$ cat src/rtl/dacif_pkg.sv
// Shared types for the DAC serial command decoder.
// Assumes frames carry a 12-bit code field, left-justified for narrower codes.
package dacif_pkg;
    typedef enum logic [2:0] {
        LS_IDLE, LS_ADDR, LS_AACK, LS_WBYTE, LS_WACK, LS_RBYTE, LS_RACK
    } link_st_e;

    typedef struct packed {
        logic [1:0] ref_sel;
        logic [1:0] pd;
        logic       gain;
    } dac_cfg_t;

    localparam int FRAME_CODE_W = 12;

    // Packs status and configuration into the byte layout seen by a reader.
    function automatic logic [7:0] pack_cfg(input logic rdy, input logic por, input dac_cfg_t c);
        return {rdy, por, 1'b0, c.ref_sel, c.pd, c.gain};
    endfunction
endpackage

$ cat src/rtl/dacif_line_sync.sv
// Synchronises SCL/SDA into the clk domain and derives edge, start and stop events.
// Assumes both lines are sampled at least several times per SCL phase.
module dacif_line_sync #(
    parameter int STAGES = 2
) (
    input  logic clk,
    input  logic rst_n,
    input  logic scl_i,
    input  logic sda_i,
    output logic sda_s,
    output logic scl_rise,
    output logic scl_fall,
    output logic start_ev,
    output logic stop_ev
);
    logic [STAGES-1:0] scl_sh, sda_sh;
    logic scl_p, sda_p, scl_s;

    // Shift both lines through the synchroniser and keep one delayed copy.
    always_ff @(posedge clk) begin
        if (!rst_n) begin
            scl_sh <= '1;
            sda_sh <= '1;
            scl_p  <= 1'b1;
            sda_p  <= 1'b1;
        end else begin
            scl_sh <= {scl_sh[STAGES-2:0], scl_i};
            sda_sh <= {sda_sh[STAGES-2:0], sda_i};
            scl_p  <= scl_sh[STAGES-1];
            sda_p  <= sda_sh[STAGES-1];
        end
    end

    // Event decode from current and previous synchronised values.
    always_comb begin
        scl_s    = scl_sh[STAGES-1];
        sda_s    = sda_sh[STAGES-1];
        scl_rise = scl_s & ~scl_p;
        scl_fall = ~scl_s & scl_p;
        start_ev = scl_s & scl_p & sda_p & ~sda_s;
        stop_ev  = scl_s & scl_p & ~sda_p & sda_s;
    end
endmodule

$ cat src/rtl/dacif_link.sv
// Bit and byte engine of the slave: address match, byte shifting, acknowledge
// driving and read serialisation. Assumes events come from dacif_line_sync.
module dacif_link
    import dacif_pkg::*;
#(
    parameter logic [6:0] ADDR_BASE = 7'h60
) (
    input  logic       clk,
    input  logic       rst_n,
    input  logic       sda_s,
    input  logic       scl_rise,
    input  logic       scl_fall,
    input  logic       start_ev,
    input  logic       stop_ev,
    input  logic [1:0] addr_opt,
    output logic       sda_oe,
    output logic       wbyte_valid,
    output logic [7:0] wbyte,
    input  logic       wbyte_ack,
    output logic       wack_done,
    output logic       rd_adv,
    input  logic [7:0] rd_byte
);
    link_st_e   st;
    logic [7:0] sh, tx;
    logic [3:0] cnt;
    logic       rw, mack;
    logic [6:0] my_addr;

    assign my_addr     = {ADDR_BASE[6:2], addr_opt};
    assign wbyte       = sh;
    assign wbyte_valid = (st == LS_WBYTE) && scl_fall && (cnt == 4'd8);
    assign wack_done   = (st == LS_WACK) && scl_fall;
    assign rd_adv      = (st == LS_RACK) && scl_rise && !sda_s;

    // Main slave sequencer, advanced by SCL edges and bus conditions.
    always_ff @(posedge clk) begin
        if (!rst_n) begin
            st <= LS_IDLE; sh <= '0; tx <= '0; cnt <= '0;
            rw <= 1'b0; mack <= 1'b0; sda_oe <= 1'b0;
        end else if (start_ev) begin
            st <= LS_ADDR; cnt <= '0; sda_oe <= 1'b0;
        end else if (stop_ev) begin
            st <= LS_IDLE; sda_oe <= 1'b0;
        end else begin
            case (st)
                LS_ADDR: begin
                    if (scl_rise) begin
                        sh  <= {sh[6:0], sda_s};
                        cnt <= cnt + 4'd1;
                    end else if (scl_fall && cnt == 4'd8) begin
                        if (sh[7:1] == my_addr) begin
                            st <= LS_AACK; sda_oe <= 1'b1; rw <= sh[0];
                        end else begin
                            st <= LS_IDLE;
                        end
                    end
                end
                LS_AACK: begin
                    if (scl_fall) begin
                        cnt <= '0;
                        if (rw) begin
                            st <= LS_RBYTE; tx <= rd_byte; sda_oe <= ~rd_byte[7];
                        end else begin
                            st <= LS_WBYTE; sda_oe <= 1'b0;
                        end
                    end
                end
                LS_WBYTE: begin
                    if (scl_rise) begin
                        sh  <= {sh[6:0], sda_s};
                        cnt <= cnt + 4'd1;
                    end else if (scl_fall && cnt == 4'd8) begin
                        if (wbyte_ack) begin
                            st <= LS_WACK; sda_oe <= 1'b1;
                        end else begin
                            st <= LS_IDLE;
                        end
                    end
                end
                LS_WACK: begin
                    if (scl_fall) begin
                        st <= LS_WBYTE; sda_oe <= 1'b0; cnt <= '0;
                    end
                end
                LS_RBYTE: begin
                    if (scl_fall) begin
                        if (cnt == 4'd7) begin
                            st <= LS_RACK; sda_oe <= 1'b0;
                        end else begin
                            tx <= {tx[6:0], 1'b0}; sda_oe <= ~tx[6]; cnt <= cnt + 4'd1;
                        end
                    end
                end
                LS_RACK: begin
                    if (scl_rise) begin
                        mack <= ~sda_s;
                    end else if (scl_fall) begin
                        cnt <= '0;
                        if (mack) begin
                            st <= LS_RBYTE; tx <= rd_byte; sda_oe <= ~rd_byte[7];
                        end else begin
                            st <= LS_IDLE;
                        end
                    end
                end
                default: st <= LS_IDLE;
            endcase
        end
    end

    // SDA is pulled low only in an acknowledge slot or while sending read data.
    assert_oe_phase_R10: assert property (@(posedge clk) disable iff (!rst_n)
        sda_oe |-> (st == LS_AACK || st == LS_WACK || st == LS_RBYTE));
    // A stop always leaves the line released.
    assert_release_stop_R10: assert property (@(posedge clk) disable iff (!rst_n)
        stop_ev |=> !sda_oe);
    // An address that does not match never reaches an acknowledge slot.
    assert_addr_gate_R1: assert property (@(posedge clk) disable iff (!rst_n)
        (st == LS_ADDR && scl_fall && cnt == 4'd8 && sh[7:1] != my_addr && !start_ev && !stop_ev)
        |=> (st == LS_IDLE && !sda_oe));
endmodule

$ cat src/rtl/dacif_regs.sv
// Command decoder and register sets. Tracks the byte position within a frame,
// commits complete frames at the final acknowledge and serves the read stream.
// Assumes CODE_W is between 1 and 12.
module dacif_regs
    import dacif_pkg::*;
#(
    parameter int CODE_W = 12
) (
    input  logic              clk,
    input  logic              rst_n,
    input  logic              start_ev,
    input  logic              stop_ev,
    input  logic              wbyte_valid,
    input  logic [7:0]        wbyte,
    output logic              wbyte_ack,
    input  logic              wack_done,
    input  logic              rd_adv,
    output logic [7:0]        rd_byte,
    input  logic              nv_busy,
    output logic [CODE_W-1:0] dac_code,
    output dac_cfg_t          cfg,
    output logic [CODE_W-1:0] nv_code,
    output dac_cfg_t          nv_cfg,
    output logic              nv_wr
);
    localparam int PAD   = FRAME_CODE_W - CODE_W;
    localparam int NREAD = 6;

    logic [1:0]  widx;
    logic [7:0]  b0, b1, b2;
    logic [1:0]  need_m1;
    logic [2:0]  rd_ptr;
    logic [11:0] code_short, code_long, vol12, nv12;
    dac_cfg_t    cfg_frame;

    // Frame length minus one, selected by the command in the first byte.
    always_comb begin
        case (b0[7:5])
            3'b000, 3'b001: need_m1 = 2'd1;
            3'b010, 3'b011: need_m1 = 2'd2;
            default:        need_m1 = 2'd0;
        endcase
    end

    // Only known commands are acknowledged; later bytes always are.
    assign wbyte_ack  = (widx == 2'd0) ? (wbyte[7:5] <= 3'b100) : 1'b1;
    assign code_short = {b0[3:0], b1};
    assign code_long  = {b1, b2[7:4]};
    assign cfg_frame  = '{ref_sel: b0[4:3], pd: b0[2:1], gain: b0[0]};

    // Capture frame bytes and commit at the acknowledge of the last one.
    always_ff @(posedge clk) begin
        if (!rst_n) begin
            widx <= '0; b0 <= '0; b1 <= '0; b2 <= '0;
            dac_code <= '0; cfg <= '0; nv_code <= '0; nv_cfg <= '0; nv_wr <= 1'b0;
        end else begin
            nv_wr <= 1'b0;
            if (start_ev || stop_ev) begin
                widx <= '0;
            end else begin
                if (wbyte_valid) begin
                    case (widx)
                        2'd0:    b0 <= wbyte;
                        2'd1:    b1 <= wbyte;
                        default: b2 <= wbyte;
                    endcase
                end
                if (wack_done) begin
                    if (widx == need_m1) begin
                        widx <= '0;
                        case (b0[7:5])
                            3'b000, 3'b001: begin
                                dac_code <= code_short[11 -: CODE_W];
                                cfg.pd   <= b0[5:4];
                            end
                            3'b010: begin
                                dac_code <= code_long[11 -: CODE_W];
                                cfg      <= cfg_frame;
                            end
                            3'b011: begin
                                dac_code <= code_long[11 -: CODE_W];
                                cfg      <= cfg_frame;
                                nv_code  <= code_long[11 -: CODE_W];
                                nv_cfg   <= cfg_frame;
                                nv_wr    <= 1'b1;
                            end
                            default: cfg <= cfg_frame;
                        endcase
                    end else begin
                        widx <= widx + 2'd1;
                    end
                end
            end
        end
    end

    // Read pointer: restarts on each start, advances on every master ACK.
    always_ff @(posedge clk) begin
        if (!rst_n) begin
            rd_ptr <= '0;
        end else if (start_ev) begin
            rd_ptr <= '0;
        end else if (rd_adv) begin
            rd_ptr <= (rd_ptr == 3'(NREAD - 1)) ? 3'd0 : rd_ptr + 3'd1;
        end
    end

    assign vol12 = 12'(dac_code) << PAD;
    assign nv12  = 12'(nv_code) << PAD;

    // Read byte selected by the pointer.
    always_comb begin
        case (rd_ptr)
            3'd0:    rd_byte = pack_cfg(~nv_busy, 1'b1, cfg);
            3'd1:    rd_byte = vol12[11:4];
            3'd2:    rd_byte = {vol12[3:0], 4'b0000};
            3'd3:    rd_byte = pack_cfg(~nv_busy, 1'b1, nv_cfg);
            3'd4:    rd_byte = nv12[11:4];
            default: rd_byte = {nv12[3:0], 4'b0000};
        endcase
    end

    // The nonvolatile strobe lasts one cycle.
    assert_nv_pulse_R4: assert property (@(posedge clk) disable iff (!rst_n)
        nv_wr |=> !nv_wr);
    // When the strobe fires, the copy matches the volatile set.
    assert_nv_copy_R4: assert property (@(posedge clk) disable iff (!rst_n)
        nv_wr |-> (nv_code == dac_code && nv_cfg == cfg));
    // Registers move only on a frame-ending acknowledge.
    assert_hold_R6: assert property (@(posedge clk) disable iff (!rst_n)
        !wack_done |=> ($stable(dac_code) && $stable(cfg) && $stable(nv_code)));
    // The byte index never passes the longest frame.
    assert_widx_R8: assert property (@(posedge clk) disable iff (!rst_n)
        widx <= 2'd2);
    // The read pointer stays within the six-byte stream.
    assert_rdptr_R9: assert property (@(posedge clk) disable iff (!rst_n)
        rd_ptr < 3'(NREAD));
endmodule

$ cat src/rtl/dacif_top.sv
// Two-wire slave front end of a DAC: line synchroniser, link engine and
// command/register decoder. Assumes an open-drain SDA driven via sda_oe_o.
module dacif_top
    import dacif_pkg::*;
#(
    parameter int         CODE_W    = 12,
    parameter int         SYNC_STG  = 2,
    parameter logic [6:0] ADDR_BASE = 7'h60
) (
    input  logic              clk,
    input  logic              rst_n,
    input  logic              scl_i,
    input  logic              sda_i,
    output logic              sda_oe_o,
    input  logic [1:0]        addr_opt_i,
    input  logic              nv_busy_i,
    output logic [CODE_W-1:0] dac_code_o,
    output logic [1:0]        ref_sel_o,
    output logic              gain_o,
    output logic [1:0]        pd_o,
    output logic [CODE_W-1:0] nv_code_o,
    output logic [1:0]        nv_ref_sel_o,
    output logic              nv_gain_o,
    output logic [1:0]        nv_pd_o,
    output logic              nv_wr_o
);
    logic       sda_s, scl_rise, scl_fall, start_ev, stop_ev;
    logic       wbyte_valid, wbyte_ack, wack_done, rd_adv;
    logic [7:0] wbyte, rd_byte;
    dac_cfg_t   cfg, nv_cfg;

    dacif_line_sync #(.STAGES(SYNC_STG)) u_sync (
        .clk(clk), .rst_n(rst_n), .scl_i(scl_i), .sda_i(sda_i),
        .sda_s(sda_s), .scl_rise(scl_rise), .scl_fall(scl_fall),
        .start_ev(start_ev), .stop_ev(stop_ev)
    );

    dacif_link #(.ADDR_BASE(ADDR_BASE)) u_link (
        .clk(clk), .rst_n(rst_n), .sda_s(sda_s), .scl_rise(scl_rise),
        .scl_fall(scl_fall), .start_ev(start_ev), .stop_ev(stop_ev),
        .addr_opt(addr_opt_i), .sda_oe(sda_oe_o), .wbyte_valid(wbyte_valid),
        .wbyte(wbyte), .wbyte_ack(wbyte_ack), .wack_done(wack_done),
        .rd_adv(rd_adv), .rd_byte(rd_byte)
    );

    dacif_regs #(.CODE_W(CODE_W)) u_regs (
        .clk(clk), .rst_n(rst_n), .start_ev(start_ev), .stop_ev(stop_ev),
        .wbyte_valid(wbyte_valid), .wbyte(wbyte), .wbyte_ack(wbyte_ack),
        .wack_done(wack_done), .rd_adv(rd_adv), .rd_byte(rd_byte),
        .nv_busy(nv_busy_i), .dac_code(dac_code_o), .cfg(cfg),
        .nv_code(nv_code_o), .nv_cfg(nv_cfg), .nv_wr(nv_wr_o)
    );

    assign ref_sel_o    = cfg.ref_sel;
    assign gain_o       = cfg.gain;
    assign pd_o         = cfg.pd;
    assign nv_ref_sel_o = nv_cfg.ref_sel;
    assign nv_gain_o    = nv_cfg.gain;
    assign nv_pd_o      = nv_cfg.pd;
endmodule

$ cat config.mk
export PLATFORM = sky130hd
export DESIGN_NAME = dacif_top
export DESIGN_NICKNAME = d
export VERILOG_FILES = /design/src/rtl/dacif_pkg.sv /design/src/rtl/dacif_line_sync.sv /design/src/rtl/dacif_link.sv /design/src/rtl/dacif_regs.sv /design/src/rtl/dacif_top.sv
export SDC_FILE = /design/constraint.sdc
export NUM_CORES = 1
export LEC_CHECK = 0
export BUFFER_PORTS_ARGS = -buffer_cell sky130_fd_sc_hd__buf_4
export CAP_MARGIN = 20
export CORE_AREA = 2 2 101 103
export DETAILED_ROUTE_END_ITERATION = 10
export DIE_AREA = 0 0 103 105
export GPL_TIMING_DRIVEN = 0
export PLACE_DENSITY = 0.64
export REMOVE_ABC_BUFFERS = 1
export SYNTH_ARGS = -nofsm -noshare
export SYNTH_HDL_FRONTEND = slang
export SYNTH_SLANG_ARGS = --single-unit
$ cat constraint.sdc
create_clock -name clk -period 4 [get_ports clk]
set_input_delay 0.2 -clock clk [delete_from_list [all_inputs] [get_ports clk]]
set_output_delay 0.2 -clock clk [all_outputs]
set_load 0.02 [all_outputs]
Word level (Yosys, flattened, before mapping) --
Cells that the tools add are included.
Word-level totals: input port bits 7, logic and storage cells 191, register bits 95
Operators by class: bitwise logic cells 23, add/subtract/negate cells 3, eq/ne operators 45, $lt $le $gt $ge 1, muxes and demuxes 54, reduce and logical (&&, ||, !) cells 39
Operators by type and width (number):
- 7-bit two-way mux | 7
- 3-bit two-way mux | 14
- 8-bit case mux with 5 select lines | 1
- 10-bit AND reduction | 3
- 4-bit by 1-bit != test with 1-bit output, second input constant | 6
- 12-bit case mux with 2 select lines | 1
- 2-bit by 1-bit != test with 1-bit output, second input constant | 11
- 7-bit case mux with 3 select lines | 1
- 4-bit two-way mux | 5
- 4-bit AND reduction | 5
- 3-bit by 2-bit == test with 1-bit output, second input constant | 6
- 1-bit two-way mux | 18
- 3-bit case mux with 6 select lines | 1
- 4-bit by 2-bit != test with 1-bit output, second input constant | 4
- 1-bit NOT | 16
- 4-bit case mux with 4 select lines | 1
- 3-bit == test, second input constant | 5
- 2-bit OR reduction | 7
- 13-bit AND reduction | 1
- 3-bit AND reduction | 4
- 6-bit AND reduction | 2
- 2-bit != test, second input constant | 5
- 3-bit by 1-bit == test with 1-bit output, second input constant | 3
- 1-bit AND | 7
- other kinds (23) | 31

Logic depth before layout (Yosys ltp) --
depth in word-level cells 8, mapped depth 9, gate-level depth less buffers 7

Modules after synthesis --
A second synthesis with hierarchy kept.
Second synthesis, totals: cell total of the unflattened synthesis 523, area total of the unflattened synthesis 4528.1 um^2
Modules (own cells, without submodules):
- dacif_regs | times used 1, area each 2867.8 um^2, seq. area each 1201.2 um^2, cells an instance 330
- dacif_link | times used 1, area each 1470.2 um^2, seq. area each 500.5 um^2, cells an instance 177
- dacif_line_sync | times used 1, area each 190.2 um^2, seq. area each 120.1 um^2, cells an instance 16

Worst setup path before layout --
No wires, ideal clock.
path kind flip-flop to flip-flop, from reg u_link.st[1], to reg u_link.tx[2], required time 3921 ps, data arrival time 1971 ps, stages on the path, launching flop included 9, setup slack 1949 ps, library setup time 79 ps, period minus slack after synthesis 2051 ps, cells stage by stage dfxtp_1 > inv_1 > ha_1 > buf_2 > a211o_1 > a222oi_1 > buf_4 > nor2_1 > a211oi_2
Between the ends: longest elaborated chain between the ends 3, elaborated cells between the ends (all ways) 13, classes of those cells eq/ne (10); mux (1); reduce/logical (2)
Ends and longest elaborated chain:
- start, declared | line dacif_link.sv:24 | link_st_e st;
- start signal, assigned | line dacif_link.sv:39 | st <= LS_IDLE; sh <= '0; tx <= '0; cnt <= '0;
- start signal, assigned | line dacif_link.sv:42 | st <= LS_ADDR; cnt <= '0; sda_oe <= 1'b0;
- start signal, assigned | line dacif_link.sv:44 | st <= LS_IDLE; sda_oe <= 1'b0;
- 3-bit == test / 3-bit by 2-bit == test with 1-bit output (equally long branches) | line dacif_link.sv:46 | case (st)
- 2-bit by 1-bit != test with 1-bit output (no source line) (tied with other cells)
- 10-bit AND reduction (no source line)
- end signal, assigned | line dacif_link.sv:91 | tx <= {tx[6:0], 1'b0}; sda_oe <= ~tx[6]; cnt <= cnt + 4'd1;
- end, declared | line dacif_link.sv:25 | logic [7:0] sh, tx;
Parallel ways exist; a longest one is shown, timed or not. A chain may end at the register's enable or synchronous reset.

Worst setup path after layout --
from reg u_link.st[1], to reg u_link.tx[0]
Same word-level chain as after synthesis.

==> impl_metrics.toml <==
[synthesis]
syn_avg_cell_area_sq_um = 8.08
synth_cell_types = 62
ys_ff_latch = 91
ys_warn_count = 0
synth_area_sq_um = 4370
ys.flop_type = "dfxtp_1"
postSynthCellCount = 541
synth_edf_count = 0
seq_area_frac_synth_pct = 41.7
synth-async-reset-ratio_pct = 0

[grt]
grt_max_degree = 37
grt_pass1_vias = 3622
antenna_found_initial = 0
grt_pass1_wl_um = 18900
overflow = 0
track_usage_pct = 22.5

[die]
num_rows = 36
initial_core_util_pct = 45.3
die_area_sq_um = 10800
core_area_sq_um = 9640
die_h_um = 105
io_pins = 43
fp.dieW_um = 103

[drt]
wl_per_cell_um = 16.8
vias = 3899
postRouteAntennaNets = 0
avgViaCountPerCell = 5.55
routed_wl_um = 11800
first_pass_iters = 4
drc = 0
drt_iter0_drc = 260

[placement]
hpwl_um = 8450
port_buffers = 42
place.gp.congestion = 0.861

[setup_path]
critPathLaunchType = "register"
r2r_slack_ps = 1200
crit_required_ps = 4280
setup.worst_path.end_class = "register"
cp.arrival_ps = 3080
path_max_fanout = 11
crit_type = "register to register"

[clock_tree]
h-tree-depth = 3
clockRootBuffer = "clkbuf_8"
cts_sinks = 91
post_cts_buffers = 0
insertion_delay_ps = 380
cts_buffers = 9
cts_buffer_depth = 2
clk_pin_slew_ps = 100
cts_tree = "done"

[power]
p_leak_uw = 0.00176
p_clk_share_pct = 41.4
irDropWorstVdd_v = 0.000206
p_per_area_nw_per_um2 = 331
p_sw_share_pct = 23.6
switchingPower_uw = 388
combPwrFrac_pct = 3.1
p_seq_share_pct = 55.5
internal_power_uw = 1260

[sta]
fmax_ghz = 0.357
min_period_over_period_pct = 70.0
rsz0062_at_grt = "false"
hold_violations = 0
finalCriticalPeriod_ps = 2800
skew_ps = 16.4
final_max_slew_viol_count = 0
slew_headroom_pct = 36.5
fin_hold_ws_ps = 15.1
fin_setup_tns_ps = 0
setup_viol = 0
tightest_slew_ps = 950

[finish]
nets = 582
antenna_cells = 0
drive_gt1_share_pct = 13.9
syn_to_final_growth_pct = 14.0

[hold_path]
hold_class = "primary input to register"

[run]
drv_cap = 0

[outcome]
outcome = "complete, no violations"
-- power groups by stage --
| stage | Clock [uW] | Sequential (uW) | Combinational, uW |
|---|---|---|---|
| finish | 681 | 914 | 51.3 |
| global placement | 0 | 935 | 46.9 |
| floorplan | 0 | 934 | 30.3 |
| detailed placement | 0 | 935 | 50.0 |
| CTS | 698 | 914 | 51.1 |
| global route | 736 | 915 | 56.6 |
-- area by class of cell --
cell class | count | area [sq um]
sequential | 91 | 1820
timing repair buffer | 46 | 362
multi-input combinational | 402 | 2360
fill | 963 | 4660
clock buffer | 11 | 151
inverter | 15 | 56.3
clock inverter | 5 | 65.1
tap | 133 | 166
-- metrics by stage --
stage / util, % / setup slack (ps) / power [uW] / cells / area [sq um]
floorplan: - / 1480 / 964 / 508 / 4240
CTS: 51.7 / 1200 / 1660 / 703 / 4980
global route: 51.7 / 964 / 1710 / 703 / 4980
finish: 51.7 / 1200 / 1650 / 703 / 4980
global placement: 48.9 / 891 / 982 / 683 / 4720
detailed placement: 49.3 / 1200 / 985 / 686 / 4750
-- worst max-delay path, stage by stage (launching register included) --
cell and delay (ps):
dfxtp_1 480, ha_1 470, nor2_1 100, a211o_1 280, a222oi_1 800, buf_2 330, mux2i_1 200, nor2_1 50
-- what timing repair did --
item                      in CTS  in global routing
hold buffers                   1                  0
gates resized for setup        0                  0
hold endpoints to repair       1                  0
-- state kept, by name, summed over array words and instances, names as in the netlist, 2 cells and up --
| name | cells |
|---|---|
| u_sync.sda_sh | 2 |
| u_regs.nv_cfg | 5 |
| u_regs.widx | 2 |
| u_sync.scl_sh | 2 |
| u_regs.b0 | 8 |
| u_regs.cfg | 5 |
| u_regs.b2 | 4 |
| u_link.cnt | 4 |
| u_regs.rd_ptr | 3 |
| u_regs.dac_code | 12 |
| u_link.wbyte | 8 |
| u_link.tx | 7 |
| u_regs.nv_code | 12 |
| u_regs.b1 | 8 |
| u_link.st | 3 |
-- cell usage in the layout (no fill, tap or decap), types with 6 or more instances in the layout --
cell	Yosys	layout
a21oi_1	57	57
a311oi_1	15	15
buf_4	1	42
clkbuf_8	0	11
dfxtp_1	91	91
ha_1	10	10
inv_1	14	14
mux2_2	6	6
mux2i_1	21	21
nand2_1	108	108
nand2b_1	16	16
nand3_1	7	7
nand4_1	6	6
nor2_1	55	55
nor2b_1	8	8
o21ai_0	17	17
-- layer usage --
layer	routed length, um	share of wire (%)	GRT usage [%]	up-vias
met2	5230	44	33.2	95
met5	0	0	0	-
li1	-	-	-	1955
met4	170	1.4	6.77	0
met3	612	5.2	5.42	11
met1	5810	49	32.4	1838
-- cell usage after synthesis, types with 3 or more instances --
cell type    n  share of area [%]
nand3_1      7               0.80
ha_1        10                2.9
nand2_1    108                9.3
nand4_1      6               0.86
a221oi_1     4               0.80
mux2_2       6                1.5
o22ai_1      4               0.57
dfxtp_1     91                 42
clkbuf_1    25                2.1
a21oi_1     57                6.5
inv_1       14                1.2
a222oi_1     4               0.92
nor3_1       4               0.46
nor2b_1      8                1.1
a311oi_1    15                3.0
xnor2_1      4               0.80
nor2_1      55                4.7
a31oi_1      3               0.43
mux2i_1     21                4.8
o221ai_1     3               0.60
nand2b_1    16                2.3
o211ai_1     4               0.69
a21o_1       3               0.52
buf_2        4               0.46
o21ai_0     17                1.9
-- cell families (layout without fill, tap and decap cells) --
kind of cell / count (synthesis) / in the layout / synth area share (%)
simple gates: 226 / 226 / 23.5
compound gates: 134 / 134 / 20.2
flops: 91 / 91 / 41.7
buf+inv: 48 / 77 / 4.35
mux: 27 / 27 / 6.36
fa+ha+maj: 11 / 11 / 3.09
xor+xnor: 4 / 4 / 0.802
-- path summary, 6_finish.rpt --
kind,startpoint,to,cells past startpoint
setup / recovery,u_link.st[1],u_link.tx[0],7
setup reg to reg,u_link.st[1],u_link.tx[0],7
hold / removal,sda_i,u_sync.sda_sh[0],2
hold reg to reg,u_sync.sda_sh[0],u_sync.sda_sh[1],1
Power figures use the tool's default switching activity.
